$ cat config.mk
export PLATFORM = sky130hd
export DESIGN_NAME = i2c_xact_seq
export DESIGN_NICKNAME = d
export VERILOG_FILES = /design/src/rtl/i2cx_pkg.sv /design/src/rtl/i2cx_regfile.sv /design/src/rtl/i2cx_start_wdog.sv /design/src/rtl/i2cx_ctrl.sv /design/src/rtl/i2c_xact_seq.sv
export SDC_FILE = /design/constraint.sdc
export NUM_CORES = 1
export LEC_CHECK = 0
export BUFFER_PORTS_ARGS = -buffer_cell sky130_fd_sc_hd__buf_2
export CAP_MARGIN = 20
export CORE_UTILIZATION = 55
export CTS_CLUSTER_SIZE = 20
export DETAILED_ROUTE_END_ITERATION = 8
export GPL_TIMING_DRIVEN = 1
export PLACE_DENSITY = 0.7
export SETUP_SLACK_MARGIN = 0.5
export SLEW_MARGIN = 40
export SYNTH_ARGS = -nofsm -noshare
export SYNTH_HDL_FRONTEND = slang
export SYNTH_HIERARCHICAL = 1
export SYNTH_SLANG_ARGS = --single-unit
$ cat constraint.sdc
create_clock -name clk -period 5.5 [get_ports clk]
set_clock_uncertainty 0.2 [all_clocks]
set_input_delay 0.275 -clock clk [delete_from_list [all_inputs] [get_ports clk]]
set_output_delay 0.275 -clock clk [all_outputs]
set_load 0.02 [all_outputs]
$ cat src/rtl/i2cx_pkg.sv
package i2cx_pkg;

    typedef enum logic [2:0] {
        OP_NONE    = 3'd0,
        OP_START   = 3'd1,
        OP_STOP    = 3'd2,
        OP_SEND    = 3'd3,
        OP_RX_ACK  = 3'd4,
        OP_RX_NACK = 3'd5
    } op_e;

    typedef enum logic [1:0] {
        S_IDLE = 2'd0,
        S_ARM  = 2'd1,
        S_WR   = 2'd2,
        S_RD   = 2'd3
    } fsm_e;

    // engine status codes
    localparam logic [7:0] EV_START     = 8'h08;
    localparam logic [7:0] EV_RSTART    = 8'h10;
    localparam logic [7:0] EV_AW_ACK    = 8'h18;
    localparam logic [7:0] EV_AW_NAK    = 8'h20;
    localparam logic [7:0] EV_TXD_ACK   = 8'h28;
    localparam logic [7:0] EV_TXD_NAK   = 8'h30;
    localparam logic [7:0] EV_ARB_LOST  = 8'h38;
    localparam logic [7:0] EV_AR_ACK    = 8'h40;
    localparam logic [7:0] EV_AR_NAK    = 8'h48;
    localparam logic [7:0] EV_RXD_ACK   = 8'h50;
    localparam logic [7:0] EV_RXD_NAK   = 8'h58;

    // result codes; bit 8 marks a terminal code
    localparam logic [8:0] RES_IDLE     = 9'h000;
    localparam logic [8:0] RES_PEND     = 9'h001;
    localparam logic [8:0] RES_OK       = 9'h100;
    localparam logic [8:0] RES_DATA_NAK = 9'h101;
    localparam logic [8:0] RES_ADDR_NAK = 9'h102;
    localparam logic [8:0] RES_ARB      = 9'h103;
    localparam logic [8:0] RES_TIMEOUT  = 9'h104;

endpackage

$ cat src/rtl/i2cx_regfile.sv
module i2cx_regfile #(
    parameter int DEPTH = 16,
    parameter int WIDTH = 8,
    localparam int AW   = (DEPTH > 1) ? $clog2(DEPTH) : 1
) (
    input  logic             clk,
    input  logic             rst_n,
    input  logic             we,
    input  logic [AW-1:0]    waddr,
    input  logic [WIDTH-1:0] wdata,
    input  logic [AW-1:0]    raddr,
    output logic [WIDTH-1:0] rdata
);

    logic [WIDTH-1:0] ent [DEPTH];

    for (genvar g = 0; g < DEPTH; g++) begin : g_ent
        logic [WIDTH-1:0] q;
        always_ff @(posedge clk or negedge rst_n) begin
            if (!rst_n) begin
                q <= '0;
            end else if (we && (waddr == AW'(g))) begin
                q <= wdata;
            end
        end
        assign ent[g] = q;
    end

    assign rdata = ent[raddr];

endmodule

$ cat src/rtl/i2cx_start_wdog.sv
module i2cx_start_wdog #(
    parameter int LIMIT = 64,
    localparam int CW   = $clog2(LIMIT + 1)
) (
    input  logic clk,
    input  logic rst_n,
    input  logic run,
    output logic expired
);

    logic [CW-1:0] cnt;

    assign expired = run && (cnt == CW'(LIMIT - 1));

    always_ff @(posedge clk or negedge rst_n) begin
        if (!rst_n) begin
            cnt <= '0;
        end else if (!run) begin
            cnt <= '0;
        end else if (!expired) begin
            cnt <= cnt + 1'b1;
        end
    end

endmodule

$ cat src/rtl/i2cx_ctrl.sv
module i2cx_ctrl
    import i2cx_pkg::*;
#(
    parameter int AW  = 4,
    parameter int LW  = 5,
    parameter int RAW = 4,
    parameter int RLW = 5
) (
    input  logic           clk,
    input  logic           rst_n,
    input  logic           go,
    input  logic [LW-1:0]  wr_len,
    input  logic [RLW-1:0] rd_len,
    input  logic           evt_valid,
    input  logic [7:0]     evt_code,
    input  logic [7:0]     evt_rxbyte,
    // transmit buffer read
    output logic [AW-1:0]  tx_idx,
    input  logic [7:0]     tx_byte,
    // start watchdog
    output logic           tmo_run,
    input  logic           tmo_expired,
    // receive buffer write
    output logic           rx_we,
    output logic [RAW-1:0] rx_waddr,
    output logic [7:0]     rx_wdata,
    // engine and host side
    output op_e            cmd_op,
    output logic [7:0]     cmd_byte,
    output logic           stat_ack,
    output logic           done,
    output logic [8:0]     result,
    output logic           busy
);

    fsm_e           state, state_n;
    logic [LW-1:0]  wr_idx, wr_idx_n;
    logic [RLW-1:0] rd_idx, rd_idx_n;
    op_e            op_n;
    logic [7:0]     byte_n;
    logic           ack_n;
    logic           done_n;
    logic [8:0]     res_n;

    logic           is_start_evt;
    logic           wr_left;
    logic           rd_more;

    assign busy     = (state != S_IDLE);
    assign tmo_run  = (state == S_ARM);

    assign is_start_evt = evt_valid && (evt_code == EV_START);
    assign tx_idx       = is_start_evt ? '0 : wr_idx[AW-1:0];
    assign wr_left      = (wr_idx < wr_len);
    assign rd_more      = (({1'b0, rd_idx} + (RLW+1)'(2)) < {1'b0, rd_len});

    assign rx_waddr = rd_idx[RAW-1:0];
    assign rx_wdata = evt_rxbyte;

    // next-state and next-output decision
    always_comb begin
        state_n  = state;
        wr_idx_n = wr_idx;
        rd_idx_n = rd_idx;
        op_n     = OP_NONE;
        byte_n   = 8'h00;
        ack_n    = 1'b0;
        done_n   = 1'b0;
        res_n    = result;
        rx_we    = 1'b0;

        unique case (state)
            S_IDLE: begin
                if (go) begin
                    state_n  = S_ARM;
                    op_n     = OP_START;
                    res_n    = RES_IDLE;
                    wr_idx_n = '0;
                    rd_idx_n = '0;
                end
            end
            S_ARM, S_WR, S_RD: begin
                if (evt_valid) begin
                    ack_n = 1'b1;
                    case (evt_code)
                        EV_START: begin
                            op_n     = OP_SEND;
                            byte_n   = tx_byte;
                            wr_idx_n = LW'(1);
                            res_n    = RES_PEND;
                            state_n  = S_WR;
                        end
                        EV_RSTART: begin
                            rd_idx_n = '0;
                            op_n     = OP_SEND;
                            byte_n   = tx_byte;
                            wr_idx_n = wr_idx + 1'b1;
                            state_n  = S_RD;
                        end
                        EV_AW_ACK: begin
                            op_n     = OP_SEND;
                            byte_n   = tx_byte;
                            wr_idx_n = wr_idx + 1'b1;
                        end
                        EV_TXD_ACK: begin
                            if (wr_left) begin
                                op_n     = OP_SEND;
                                byte_n   = tx_byte;
                                wr_idx_n = wr_idx + 1'b1;
                            end else if (rd_len != '0) begin
                                op_n = OP_START;
                            end else begin
                                op_n    = OP_STOP;
                                res_n   = RES_OK;
                                done_n  = 1'b1;
                                state_n = S_IDLE;
                            end
                        end
                        EV_AW_NAK, EV_AR_NAK: begin
                            op_n    = OP_STOP;
                            res_n   = RES_ADDR_NAK;
                            done_n  = 1'b1;
                            state_n = S_IDLE;
                        end
                        EV_TXD_NAK: begin
                            op_n    = OP_STOP;
                            res_n   = RES_DATA_NAK;
                            done_n  = 1'b1;
                            state_n = S_IDLE;
                        end
                        EV_ARB_LOST: begin
                            res_n   = RES_ARB;
                            done_n  = 1'b1;
                            state_n = S_IDLE;
                        end
                        EV_AR_ACK: begin
                            op_n = (rd_len == RLW'(1)) ? OP_RX_NACK : OP_RX_ACK;
                        end
                        EV_RXD_ACK: begin
                            rx_we    = 1'b1;
                            rd_idx_n = rd_idx + 1'b1;
                            op_n     = rd_more ? OP_RX_ACK : OP_RX_NACK;
                        end
                        EV_RXD_NAK: begin
                            rx_we    = 1'b1;
                            rd_idx_n = rd_idx + 1'b1;
                            op_n     = OP_STOP;
                            res_n    = RES_OK;
                            done_n   = 1'b1;
                            state_n  = S_IDLE;
                        end
                        default: begin
                            // unknown code: acknowledged only
                        end
                    endcase
                end else if ((state == S_ARM) && tmo_expired) begin
                    op_n    = OP_STOP;
                    res_n   = RES_TIMEOUT;
                    done_n  = 1'b1;
                    state_n = S_IDLE;
                end
            end
        endcase
    end

    // state register
    always_ff @(posedge clk or negedge rst_n) begin
        if (!rst_n) begin
            state  <= S_IDLE;
            wr_idx <= '0;
            rd_idx <= '0;
        end else begin
            state  <= state_n;
            wr_idx <= wr_idx_n;
            rd_idx <= rd_idx_n;
        end
    end

    // registered outputs
    always_ff @(posedge clk or negedge rst_n) begin
        if (!rst_n) begin
            cmd_op   <= OP_NONE;
            cmd_byte <= 8'h00;
            stat_ack <= 1'b0;
            done     <= 1'b0;
            result   <= RES_IDLE;
        end else begin
            cmd_op   <= op_n;
            cmd_byte <= byte_n;
            stat_ack <= ack_n;
            done     <= done_n;
            result   <= res_n;
        end
    end

endmodule

$ cat src/rtl/i2c_xact_seq.sv
module i2c_xact_seq
    import i2cx_pkg::*;
#(
    parameter int WBUF_DEPTH    = 16,
    parameter int RBUF_DEPTH    = 16,
    parameter int START_TIMEOUT = 64,
    localparam int AW  = $clog2(WBUF_DEPTH),
    localparam int LW  = $clog2(WBUF_DEPTH + 1),
    localparam int RAW = $clog2(RBUF_DEPTH),
    localparam int RLW = $clog2(RBUF_DEPTH + 1)
) (
    input  logic           clk,
    input  logic           rst_n,
    input  logic           hb_we,
    input  logic [AW-1:0]  hb_addr,
    input  logic [7:0]     hb_data,
    input  logic [LW-1:0]  wr_len,
    input  logic [RLW-1:0] rd_len,
    input  logic           go,
    input  logic           evt_valid,
    input  logic [7:0]     evt_code,
    input  logic [7:0]     evt_rxbyte,
    output logic [2:0]     cmd_op,
    output logic [7:0]     cmd_byte,
    output logic           stat_ack,
    input  logic [RAW-1:0] rx_addr,
    output logic [7:0]     rx_data,
    output logic           busy,
    output logic           done,
    output logic [8:0]     result
);

    logic [AW-1:0]  tx_idx;
    logic [7:0]     tx_byte;
    logic           tmo_run;
    logic           tmo_expired;
    logic           rx_we;
    logic [RAW-1:0] rx_waddr;
    logic [7:0]     rx_wdata;
    op_e            op_q;

    assign cmd_op = op_q;

    i2cx_regfile #(.DEPTH(WBUF_DEPTH), .WIDTH(8)) u_txbuf (
        .clk   (clk),
        .rst_n (rst_n),
        .we    (hb_we),
        .waddr (hb_addr),
        .wdata (hb_data),
        .raddr (tx_idx),
        .rdata (tx_byte)
    );

    i2cx_regfile #(.DEPTH(RBUF_DEPTH), .WIDTH(8)) u_rxbuf (
        .clk   (clk),
        .rst_n (rst_n),
        .we    (rx_we),
        .waddr (rx_waddr),
        .wdata (rx_wdata),
        .raddr (rx_addr),
        .rdata (rx_data)
    );

    i2cx_start_wdog #(.LIMIT(START_TIMEOUT)) u_wdog (
        .clk     (clk),
        .rst_n   (rst_n),
        .run     (tmo_run),
        .expired (tmo_expired)
    );

    i2cx_ctrl #(.AW(AW), .LW(LW), .RAW(RAW), .RLW(RLW)) u_ctrl (
        .clk         (clk),
        .rst_n       (rst_n),
        .go          (go),
        .wr_len      (wr_len),
        .rd_len      (rd_len),
        .evt_valid   (evt_valid),
        .evt_code    (evt_code),
        .evt_rxbyte  (evt_rxbyte),
        .tx_idx      (tx_idx),
        .tx_byte     (tx_byte),
        .tmo_run     (tmo_run),
        .tmo_expired (tmo_expired),
        .rx_we       (rx_we),
        .rx_waddr    (rx_waddr),
        .rx_wdata    (rx_wdata),
        .cmd_op      (op_q),
        .cmd_byte    (cmd_byte),
        .stat_ack    (stat_ack),
        .done        (done),
        .result      (result),
        .busy        (busy)
    );

endmodule

# After elaboration in Yosys (flattened, before gate mapping)
# Cells that the tools add are included.
# classes
addsub,4
n_lt_le_gt_ge,4
eq_ne,57
muxes,55
n_bitwise,2
reduce_logical,51
# op_table
cell,n
$bmux W8 S4,2
$eq A4 B4 Y1 const B,16
$mux W8,7
$pmux W9 S6,1
$mux W9,5
$logic_and A1 B1 Y1,35
$eq A4 B3 Y1 const B,8
$eq A8 B6 Y1 const B,4
$eq A8 B7 Y1 const B,4
$pmux W5 S2,3
$mux W5,4
$pmux W9 S2,1
$eq A4 B2 Y1 const B,4
$eq A8 B5 Y1 const B,2
$pmux W8 S2,1
$pmux W3 S5,1
$pmux W5 S3,1
$mux W2,7
$mux W7,2
$mux W1,13
$add A5 B1 Y5 const B,2
$ge A5 B5 Y1 const B,2
$not A4 Y5,2
$reduce_and A5 Y1,2
other kinds (33),44
# totals
regBits,297
input_bits,47
output_inout_bits,31

# Logic depth before layout (Yosys ltp)
# Gate-level depths: netlist (run 1).
# logic_depth
depth_word,11
ltp_mapped,10
depth_no_buf,9

# By module
# The synthesis (run 1) kept the hierarchy.
# by_module_without_submodules
module,instances,cells_each,area_per_inst_um2,seq_area_each_um2
i2cx_regfile,2,364,5903.2,3203.1
i2cx_ctrl,1,227,2028.2,725.7
i2cx_start_wdog,1,37,365.4,175.2

# Least setup slack after synthesis (run 1)
# No wires, ideal clock.
# synth_path
path_type,input port to flip-flop
start,in evt_code[1]
end,reg u_ctrl.cmd_byte[1]
arrival_time_ns,2.596
required_ns,5.181
setup_slack_ns,2.585
path_stages,10
n_path_buf,2
path_cell_list,nor4_2 -> nand2b_1 -> nor4bb_1 -> nor2b_1 -> buf_6 -> buf_6 -> mux4_1 -> a22oi_1 -> nand2_1 -> and2_1
# synth_via
elab_chain_cells,11
word_cells_on_any_way,15
cone_classes,eq/ne: 4; mux: 8; bitwise: 1; reduce/logical: 2
# synth_lines
item,line_no,rtl
start: declaration,i2c_xact_seq.sv:21,"input logic [7:0] evt_code,"
$eq A8 B4 Y1 *,i2cx_ctrl.sv:52,assign is_start_evt = evt_valid && (evt_code == EV_START);
$logic_and A1 B1 Y1 *,i2cx_ctrl.sv:52,
$mux W4 *,i2cx_ctrl.sv:53,assign tx_idx = is_start_evt ? '0 : wr_idx[AW-1:0];
named net tx_idx[0],i2c_xact_seq.sv:33,logic [AW-1:0] tx_idx;
$not A4 Y5 (implied by the code) *,i2cx_regfile.sv:29,assign rdata = ent[raddr];
$bmux W8 S4 *,i2cx_regfile.sv:29,
$mux W8 (implied by the code) * (2 in a row),i2cx_regfile.sv:29,
named net tx_byte[1],i2c_xact_seq.sv:34,logic [7:0] tx_byte;
$mux W8,i2cx_ctrl.sv:106,if (wr_left) begin
$pmux W8 S2 *,i2cx_ctrl.sv:85,case (evt_code)
$mux W8 *,i2cx_ctrl.sv:83,if (evt_valid) begin
$mux W8 *,i2cx_ctrl.sv:72,unique case (state)
named net u_ctrl.byte_n[1],i2cx_ctrl.sv:40,logic [7:0] byte_n;
end signal: assignment,i2cx_ctrl.sv:189,cmd_byte <= byte_n;
end: declaration,i2cx_ctrl.sv:29,"output logic [7:0] cmd_byte,"
# The timed path passes the listed nets; every way through them passes the cells marked *. The select of a mux whose other input is x is not followed.
# A chain may end at the register's enable or synchronous reset.

# Worst setup path in the final report (run 1)
# layout_path
start,in evt_code[7]
end,reg u_ctrl.cmd_byte[7]
# Same word-level chain as after synthesis.

==> summary.md, run 1 <==
| Metric | Value |
|---|---|
| Max-Cap Viols | 0 |
| Worst setup EP type | register |
| Final setup viols | 0 |
| Syn Std Cell Area | 14200 µm² |
| IO Pins | 78 |
| Fin cells | 1406 |
| Top-count cell post-synth | dfrtp_1 |
| Startpoint types | input port |
| Max VDD drop | 0.334 mV |
| Number of flops mapped to enable cells by yosys | 0 |
| Async S/R FF share, synth | 100% |
| Antenna violations before repair | 1 |
| Post-route minimum period | 3.39 ns |
| DRC errors left | 0 |
| Synth unique cells | just under 70 |
| ANT nets after route | 0 |
| Top-area cell type share of the netlist area | 51.5% |
| Deepest clock path buffer count | 3 |
| TritonCTS clock tree | yes |
| Input/output buffers | 72 |
| Final hold viol count | 0 |
| WP data arrival | 3.63 ns |
| Max Fclk | 0.295 GHz |
| CTS Sinks | 292 |
| Vias in the first global route | around 8700 |
| P&R area growth vs syn | 11.6% |
| Gpl congestion | ~0.83 |
| CTS Root Cell | clkbuf_16 |
| Crit path kind | in2reg |
| Total core area | around 25000 µm² |
| Cells after DPL | roughly 1300 |
| Remaining global-route overflow | 0 |
| DRT Pass-1 Iters | 5 |
| Placed inst area | around 15000 µm² |
| RSZ-0062 raised after global routing | false |
| Seq/Total Area, Yosys | 51.5% |
| Dpl hpwl | 19.7 mm |
| Worst-Skew Late Latency | approximately 0.56 ns |
| GRT Overall Usage | 23.6% |
| Pin count of the biggest net entering global routing | approximately 120 |
| Rel. slew slack | between 40 and 50% |
| Worst-Margin Slew | 0.842 ns |
| Worst-path cell chain | dlygate4sd3_1 -> buf_2 -> nor4_2 -> nand2b_1 -> nor4bb_2 -> nor2b_4 -> buf_4 -> mux4_4 -> a22oi_1 -> nand2_1 -> and2_1 |
| Synthesized area per cell | 14.3 µm² |
| Die H | 163 µm |
| Outcome | finished clean |
| Initial Util | between 50% and 60% |
| Vias | about 8400 |
| CP Max Fanout | 32 |
| Full die area | 26500 µm² |
| First-pass GRT wire length | 48.3 mm |
| Synth area leader | dfrtp_1 |
| Number of buffers created by CTS | 30 |
| DRT iter0 DRCs | between 400 and 500 |
| Tcrit/Tclk final | 61.7% |
| Synth Flop Type | dfrtp_1 |
| P_leak | 0.00744 µW |
| Num rows | 58 |
| WL final | 30.0 mm |
| Max Slew Vio Count | 0 |
| Drt wl/cell | 21.4 µm |
| Synth top cells by count | 292 x dfrtp_1, 257 x mux2_2, 39 x nand2_1 |
| Post-CTS Resized | 0 |
| YS warnings | 6 |
| P per Cell Area | 346 nW/µm² |
| Setup_tns | 0 ns |
| H-tree depth | 1 |
| WP data required | 5.74 ns |
| Worst-path clk slew | 0.06 ns |
| Critical-path top delay cell | nor4bb_2 |
| Top cells by area, synth | dfrtp_1 51%, mux2_2 20%, mux4_2 5.4%, mux4_1 5.2%, a22oi_1 1.7% |
| Worst min-delay path class | in2reg |
| Chip width | 163 µm |
| Nets | 1111 |
| Syn Inst Count | about 990 |
| #FFs+latches synth | 292 |
| Critical Path Max Stage Delay | ~0.67 ns |
| Design area | approximately 16000 µm² |
| Layout cell share with drive strength beyond 1 | 42.9% |
| DR vias/cell | 6.01 |
## kinds of logic after synthesis
kind of cell	share of synthesized area (%)
simple gates	6.99
mux	31.8
fa+ha+maj	1.06
xor+xnor	0.123
other cells	0.0264
flops	51.5
compound gates	4.99
buf+inv	3.58
## cell type report
cell class	count	area, µm²
clock inverter	15	140
multi-input combinational	616	6440
clock buffer	39	856
fill	1915	9410
sequential	292	7310
antenna	2	5.00
timing repair buffer	96	632
inverter	16	60.1
tap	330	413
## per-layer routing
metal | vias to the layer above | wire length (µm) | track usage, %
met5 | - | 0 | 0
met4 | 0 | 691 | 6.07
met3 | 56 | 981 | 3.06
met2 | 149 | 14800 | 38.9
met1 | 4429 | 13600 | 33.2
li1 | 3811 | - | -
## timing repair
| item | in CTS | in global routing |
|---|---|---|
| endpoints found under the hold margin | 307 | 0 |
| setup endpoints to repair | 0 | 0 |
| hold buffers | 18 | 0 |
| setup buffers | 0 | 0 |
## worst paths after layout
path                                                       to  slack [ns]  depth (start not counted)                          from
max                              u_ctrl/cmd_byte[7]$_DFF_PN0_        2.11                         11                   evt_code[7]
min                         u_txbuf/g_ent[8].q[4]$_DFFE_PN0P_        0.02                          2                    hb_data[4]
max reg2reg                u_rxbuf/g_ent[12].q[0]$_DFFE_PN0P_        2.58                          7   u_ctrl/state[1]$_DFFE_PN0P_
min reg2reg                      u_ctrl/result[8]$_DFFE_PN0P_        0.28                          1  u_ctrl/result[8]$_DFFE_PN0P_
max in group asynchronous           u_wdog/cnt[0]$_DFFE_PN0P_        3.59                          4                         rst_n
min in group asynchronous   u_txbuf/g_ent[7].q[2]$_DFFE_PN0P_        0.53                          3                         rst_n
## sequential cells by signal (all words and copies together), names as in the netlist
signal / count
u_rxbuf/g_ent.q: 128
u_ctrl/result: 4
u_wdog/cnt: 7
u_ctrl/cmd_op: 3
u_ctrl/rd_idx: 5
u_ctrl/state: 2
u_ctrl/stat_ack: 1
u_ctrl/cmd_byte: 8
u_ctrl/done: 1
u_ctrl/wr_idx: 5
u_txbuf/g_ent.q: 128
## layout by cell type (no fill, tap or decap), drive strengths merged, types with 4 or more instances in the layout
| cell type | count |
|---|---|
| o21ai | 19 |
| mux2 | 260 |
| clkbuf | 39 |
| buf | 78 |
| nand3 | 12 |
| inv | 16 |
| mux4 | 64 |
| a21o | 5 |
| clkinvlp | 6 |
| and2 | 13 |
| a22oi | 33 |
| nor3b | 4 |
| dfrtp | 292 |
| conb | 5 |
| ha | 12 |
| dlygate4sd3 | 18 |
| and3 | 4 |
| or3 | 6 |
| nand2 | 40 |
| nor2b | 13 |
| a21oi | 16 |
| nor3 | 4 |
| clkinv | 7 |
| nand3b | 9 |
| nor2 | 35 |
| nand2b | 21 |
## power by group
| part | switching (µW) | internal, µW |
|---|---|---|
| Clock | 843 | 1190 |
| Sequential | 142 | 2400 |
| Combinational | 399 | 507 |
## per-stage QoR
step | hold slack (ns) | power [µW] | setup WS [ns] | util [%]
6_report | 0.0178 | 5480 | 2.11 | 62.8
3_3_place_gp | 0.193 | 3450 | 1.67 | 57.9
2_1_floorplan | -0.221 | 3260 | 2.59 | -
4_1_cts | 0.00219 | 5520 | 2.07 | 62.7
3_5_place_dp | -0.0228 | 3480 | 1.82 | 58.0
5_1_grt | 0.0265 | 5710 | 1.84 | 62.7
## critical path: cells and delay by family
kind	cells	cell delay (ns)
and+or+nand+nor	6	1.51
buffers and inverters	3	0.98
muxes	1	0.63
AOI/OAI and AO/OA	1	0.21
Power figures use the tool's default switching activity.
==> run 2, diff against run 1 <==
--- a/config.mk
+++ b/config.mk
@@ -11,7 +11,7 @@
 export CTS_CLUSTER_SIZE = 20
 export DETAILED_ROUTE_END_ITERATION = 8
 export GPL_TIMING_DRIVEN = 1
-export PLACE_DENSITY = 0.7
+export PLACE_DENSITY = 0.73
 export SETUP_SLACK_MARGIN = 0.5
 export SLEW_MARGIN = 40
 export SYNTH_ARGS = -nofsm -noshare
==> constraint.sdc (replaced) <==
create_clock -name clk -period 2.8 [get_ports clk]
set_clock_uncertainty 0.2 [all_clocks]
set_input_delay 0.14 -clock clk [delete_from_list [all_inputs] [get_ports clk]]
set_output_delay 0.14 -clock clk [all_outputs]
set_load 0.02 [all_outputs]
==> run 2 against run 1 <==
Effect of this change: final area is 5.5% higher; critical path depth is 4 lower; count of clock-buffer cells in the layout is 13 higher; via count is 4.7% higher; total power is 100% higher; cell count is 5.2% higher; largest power group unchanged; critical path type is now reg2reg; combinational power is 140% higher; global-route usage is 0.70 points higher; sequential cell count stayed put; register-to-register slack worse by 2.2 ns; routed wire length is 4.8% higher; sequential power is 98% higher.
==> summary.md, run 2 (synthesized netlist as in run 1, its figures left out) <==
| Metric | Value |
|---|---|
| Num rows | 58 (unchanged) |
| WP data arrival | 2.61 ns (-1.02 ns) |
| Antenna fix cells | 0 (-2) |
| Setup WS post-layout | 0.417 ns (-1.69 ns) |
| Vias in the first global route | 9110 (+5.1%) |
| Antenna violations before repair | 0 (-1) |
| Final hold slack | 0.0303 ns (+0.0125 ns) |
| Vias | 8841 (+4.7%) |
| Dpl hpwl | 19.7 mm (about the same) |
| CTS Sinks | 292 (unchanged) |
| DRT iter0 DRCs | 554 (+20%) |
| Max-Cap Viols | 0 (unchanged) |
| CTS Root Cell | clkbuf_16 |
| IO Pins | 78 (unchanged) |
| Startpoint types | register |
| Number of buffers created by CTS | 30 (unchanged) |
| Register area | 7310 µm² (about the same) |
| Final hold viol count | 0 (unchanged) |
| Worst setup EP type | register |
| Post-route minimum period | approximately 2.4 ns |
| Tcrit/Tclk final | 85.1% |
| Biggest regs | u_rxbuf/g_ent.q (128), u_txbuf/g_ent.q (128), u_ctrl/cmd_byte (8) |
| Cells after DPL | 1369 (+2.8%) |
| ANT nets after route | 0 (unchanged) |
| Drt wl/cell | 21.3 µm (-0.38%) |
| TritonCTS clock tree | yes |
| H-tree depth | 1 (unchanged) |
| Die H | 163 µm (unchanged) |
| Layout cell share with drive strength beyond 1 | 49.0% (+6.1 points) |
| Initial Util | 56.2% (unchanged) |
| Design area | 16700 µm² (+5.5%) |
| Hold wc startpoint | hb_we |
| Deepest clock path buffer count | 3 (unchanged) |
| Max Fclk | 0.420 GHz |
| Worst min-delay path class | in2reg |
| Nets | 1185 (+6.7%) |
| Remaining global-route overflow | 0 (unchanged) |
| WL final | 31.5 mm (+4.8%) |
| CP Max Fanout | 4 (-88%) |
| Total core area | 25300 µm² (unchanged) |
| DRC errors left | 0 (unchanged) |
| Reg2reg setup slack | 0.42 ns (-2.16 ns) |
| Filler Cell Count | 1774 (-7.4%) |
| P_leak | 0.00782 µW (+5.1%) |
| Setup_tns | 0 ns (unchanged) |
| Max VDD drop | 0.534 mV (+60%) |
| Max Slew Vio Count | 0 (unchanged) |
| First-pass GRT wire length | 49.9 mm (+3.4%) |
| DR vias/cell | 5.98 (-0.48%) |
| Fin cells | 1479 (+5.2%) |
| RSZ-0062 raised after global routing | true |
| Chip width | 163 µm (unchanged) |
| Worst-Margin Slew | 0.780 ns (-0.0619 ns) |
| Outcome | finished clean |
| Full die area | 26500 µm² (unchanged) |
| DRT Pass-1 Iters | 4 (-1) |
| P&R area growth vs syn | 17.8% |
| Placed inst area | 15000 µm² (+2.2%) |
| Pre-CTS setup slack | 0.115 ns (-1.71 ns) |
| GRT Overall Usage | 24.3% (+0.70 points) |
| Final setup viols | 0 (unchanged) |
| Worst-path clk slew | 0.06 ns (about the same) |
| Input/output buffers | 72 (unchanged) |
| Crit path kind | reg2reg |
| Multi-input gate area | 6610 µm² (+2.7%) |
| Most frequent cells in the layout | 288 x dfrtp_1, 254 x mux2_2, 68 x buf_2 |
| WHS Endpoint | u_txbuf/g_ent[11].q[7]$_DFFE_PN0P_ |
| Critical R2R Launch | u_ctrl/wr_idx[4]$_DFFE_PN0P_ |
| Worst reg2reg path endpoint | u_ctrl/wr_idx[0]$_DFFE_PN0P_ |
| Hold depth | 4 (+2) |
| WP data required | 3.03 ns (-2.71 ns) |
| FF-to-FF path depth | 7 (unchanged) |
| Rel. slew slack | 47.9% (+4.0 points) |
| Gpl congestion | 0.853 (+2.7%) |
| Pin count of the biggest net entering global routing | 74 (-39%) |
| Most common cell after layout, fill and taps aside | dfrtp_1 |
| P per Cell Area | 667 nW/µm² (+93%) |
| Worst-Skew Late Latency | 0.55 ns (about the same) |
run 2: cell count changes in the layout (fill, tap and decap cells not counted), sizes merged:
cell         delta
diode           -2
clkinv          -4
dlygate4sd3    +17
bufinv          -2
clkbuf         +13
buf            +57
clkinvlp        -6
run 2: metal layers:
metal  share of wire [%]  track usage [%]  routed length, µm
met3                 4.7             3.39               1480
met4                 1.9             5.69                607
met2                  49             38.7              15300
met5                   0                0                  0
met1                  45             35.4              14100
run 2: power by group:
part	total [µW]	switching, µW	leakage (µW)	internal (µW)
logic	2200	942	0.00349	1260
registers	5020	299	0.00384	4720
clock network	3940	1600	0.000491	2340
total	11200	2840	0.00782	8320
run 2: final cells by class:
class | count | area share [%]
clock buffers | 52 | 5.83
well taps | 330 | 2.47
multi-input cells | 616 | 39.5
repair buffers | 170 | 7.99
inverters | 16 | 0.359
clock inverters | 3 | 0.112
flip-flops and latches | 292 | 43.7
run 2: how the worst max path moves through the flow:
stage	slack [ns]	startpoint	end	cells past startpoint
floorplan	0.31	evt_code[7]	u_ctrl/cmd_byte[5]$_DFF_PN0_	10
global placement	0.17	evt_code[7]	u_ctrl/cmd_byte[4]$_DFF_PN0_	11
detailed placement	0.12	evt_code[7]	u_ctrl/cmd_byte[6]$_DFF_PN0_	11
CTS	0.43	u_rxbuf/g_ent[3].q[7]$_DFFE_PN0P_	rx_data[7]	4
global route	0.35	u_ctrl/wr_idx[4]$_DFFE_PN0P_	u_ctrl/wr_idx[0]$_DFFE_PN0P_	7
finish	0.42	u_ctrl/wr_idx[4]$_DFFE_PN0P_	u_ctrl/wr_idx[0]$_DFFE_PN0P_	7
run 2: worst max-delay path: stages (launching register included):
cell and delay, ns:
dfrtp_1 0.43, ha_4 0.24, a21oi_2 0.16, o211ai_1 0.25, buf_4 0.23, a211oi_2 0.36, nor2_4 0.09, mux2_4 0.32
run 2: per-stage QoR:
| step | power (µW) | util, % |
|---|---|---|
| after floorplan | 6470 | - |
| after global placement | 6950 | 59.3 |
| after detailed placement | 7020 | 59.3 |
| after CTS | 11100 | 65.3 |
| after global routing | 11600 | 66.2 |
| final | 11200 | 66.2 |
run 2: timing repair:
action,4_1_cts,5_1_grt
pin swaps,17,14
buffers inserted,8,12
resized for setup,29,32
hold buffers,35,0
cloned,0,0
setup endpoints to repair,129,39
hold endpoints to repair,563,0
==> run 3, diff against run 2 <==
--- a/config.mk
+++ b/config.mk
@@ -8,6 +8,7 @@
 export BUFFER_PORTS_ARGS = -buffer_cell sky130_fd_sc_hd__buf_2
 export CAP_MARGIN = 20
 export CORE_UTILIZATION = 55
+export CTS_BUF_LIST = sky130_fd_sc_hd__clkbuf_8
 export CTS_CLUSTER_SIZE = 20
 export DETAILED_ROUTE_END_ITERATION = 8
 export GPL_TIMING_DRIVEN = 1
==> run 3 against run 2 <==
Effect of this change: cell count is 2.5% higher; sequential power hardly changed; count of clock-buffer cells in the layout is 15 higher; clock power is 3% higher.
==> summary.md, run 3 (synthesized netlist as in run 1, its figures left out) <==
| Metric | Value |
|---|---|
| DRC errors left | 0 (unchanged) |
| Die H | 163 µm (unchanged) |
| DRT Pass-1 Iters | 5 (+1) |
| WL final | 31.6 mm (+0.39%) |
| DR vias/cell | 5.85 (-2.2%) |
| Final core occ | 66.9% (+0.67 points) |
| Vias in the first global route | 9284 (+1.9%) |
| Worst-Margin Slew | 0.691 ns (-0.0894 ns) |
| Worst reg2reg path endpoint | u_ctrl/cmd_byte[6]$_DFF_PN0_ |
| Rel. slew slack | 53.8% (+6.0 points) |
| WP data arrival | 2.03 ns (-0.58 ns) |
| FF-to-FF path depth | 8 (+1) |
| Number of buffers created by CTS | 49 (+63%) |
| Max-Cap Viols | 0 (unchanged) |
| Remaining global-route overflow | 0 (unchanged) |
| Layout cell share with drive strength beyond 1 | 50.6% (+1.6 points) |
| Tcrit/Tclk final | 84.8% (-0.29 points) |
| Chip width | 163 µm (unchanged) |
| Antenna violations before repair | 0 (unchanged) |
| H-tree depth | 2 (+1) |
| Worst-Skew Late Latency | 0.57 ns (+0.02 ns) |
| Most common cell after layout, fill and taps aside | dfrtp_1 |
| Outcome | finished clean |
| TritonCTS clock tree | yes |
| Crit path kind | reg2out |
| P per Cell Area | 670 nW/µm² (+0.42%) |
| Input/output buffers | 72 (unchanged) |
| Max Slew Vio Count | 0 (unchanged) |
| Pre-CTS setup slack | 0.115 ns (unchanged) |
| Gpl congestion | 0.853 (unchanged) |
| Hold wc startpoint | rd_len[2] |
| Max Fclk | 0.421 GHz (+0.35%) |
| Initial Util | 56.2% (unchanged) |
| Setup WS post-layout | 0.426 ns (+0.00820 ns) |
| Dpl hpwl | 19.7 mm (unchanged) |
| Critical R2R Launch | u_ctrl/wr_idx[4]$_DFFE_PN0P_ |
| WP data required | 2.46 ns (-0.57 ns) |
| Setup_tns | 0 ns (unchanged) |
| Pin count of the biggest net entering global routing | 74 (unchanged) |
| Final setup viols | 0 (unchanged) |
| Reg2reg setup slack | 0.54 ns (+0.12 ns) |
| P&R area growth vs syn | 19.0% |
| Biggest regs | u_rxbuf/g_ent.q (128), u_txbuf/g_ent.q (128), u_ctrl/cmd_byte (8) |
| Deepest clock path buffer count | 3 (unchanged) |
| Worst min-delay path class | in2reg |
| Num rows | 58 (unchanged) |
| Worst-path clk slew | 0.06 ns (about the same) |
| WHS Endpoint | u_ctrl/cmd_op[0]$_DFF_PN0_ |
| Most frequent cells in the layout | 287 x dfrtp_1, 257 x mux2_2, 67 x clkbuf_8 |
| CTS Sinks | 292 (unchanged) |
| P_leak | 0.00796 µW (+1.8%) |
| Drt wl/cell | 20.8 µm (-2.1%) |
| Final hold viol count | 0 (unchanged) |
| Full die area | 26500 µm² (unchanged) |
| CTS Root Cell | clkbuf_8 |
| First-pass GRT wire length | 50.2 mm (+0.68%) |
| Startpoint types | register |
| Worst setup EP type | output port |
| Post-route minimum period | 2.37 ns (-0.00820 ns) |
| Hold depth | 6 (+2) |
| ANT nets after route | 0 (unchanged) |
| Total core area | 25300 µm² (unchanged) |
| Antenna fix cells | 0 (unchanged) |
| Nets | 1207 (+1.9%) |
| GRT Overall Usage | 24.5% (+0.20 points) |
| RSZ-0062 raised after global routing | true |
| IO Pins | 78 (unchanged) |
| CP Max Fanout | 2 (-2) |
| Max VDD drop | 0.388 mV (-27%) |
| Vias | 8862 (+0.24%) |
| DRT iter0 DRCs | 561 (+1.3%) |
run 3: cell count changes in the layout (fill, tap and decap cells not counted), sizes merged:
cell and delta:
clkbuf +16, inv +14, clkinv +3, buf +2
bufinv +2
run 3: repair_timing:
action	in CTS	in global routing
buffers inserted	7	15
endpoints found under the setup margin	128	43
hold buffers	35	1
gates resized for setup	35	36
pin swaps	15	13
gates cloned	0	1
hold endpoints to repair	566	2
run 3: where the power goes:
group	switching, µW	internal (µW)
Combinational	952	1290
Sequential	285	4720
Clock	1740	2330
run 3: how the worst max path moves through the flow:
stage | startpoint | end | slack (ns)
global route | u_rxbuf/g_ent[0].q[7]$_DFFE_PN0P_ | rx_data[7] | 0.37
finish | u_rxbuf/g_ent[0].q[7]$_DFFE_PN0P_ | rx_data[7] | 0.43
CTS | u_rxbuf/g_ent[0].q[7]$_DFFE_PN0P_ | rx_data[7] | 0.41
global placement | evt_code[7] | u_ctrl/cmd_byte[4]$_DFF_PN0_ | 0.17
floorplan | evt_code[7] | u_ctrl/cmd_byte[5]$_DFF_PN0_ | 0.31
detailed placement | evt_code[7] | u_ctrl/cmd_byte[6]$_DFF_PN0_ | 0.12
run 3: layout make-up:
cell class	instances	area [µm²]
well taps	330	413
clock inverters	22	166
multi-input cells	616	6600
clock buffers	67	922
flip-flops and latches	292	7310
inverters	16	60.1
fillers	1782	8360
repair buffers	173	1420
run 3: worst max-delay path, stage by stage, from the launching register on:
cell and delay [ns]:
dfrtp_1 0.38, mux4_4 0.60, a22oi_2 0.25, nand2_2 0.10
buf_6 0.14
run 3: metrics by stage:
stage	std cells	instance area [µm²]	power, µW	hold WS (ns)
floorplan	996	14200	6470	-0.356
global placement	1369	15000	6950	-0.0369
detailed placement	1369	15000	7020	-0.0391
CTS	1500	16600	11200	0.0214
global route	1516	16900	11800	0.0580
finish	1516	16900	11300	0.0518
run 3: per-layer routing:
| metal | up-vias | global-route usage [%] | wire [µm] |
|---|---|---|---|
| met5 | - | 0 | 0 |
| met4 | 0 | 6.75 | 484 |
| met3 | 44 | 3.90 | 1440 |
| met2 | 215 | 39.0 | 15200 |
| met1 | 4620 | 35.0 | 14500 |
| li1 | 3983 | - | - |
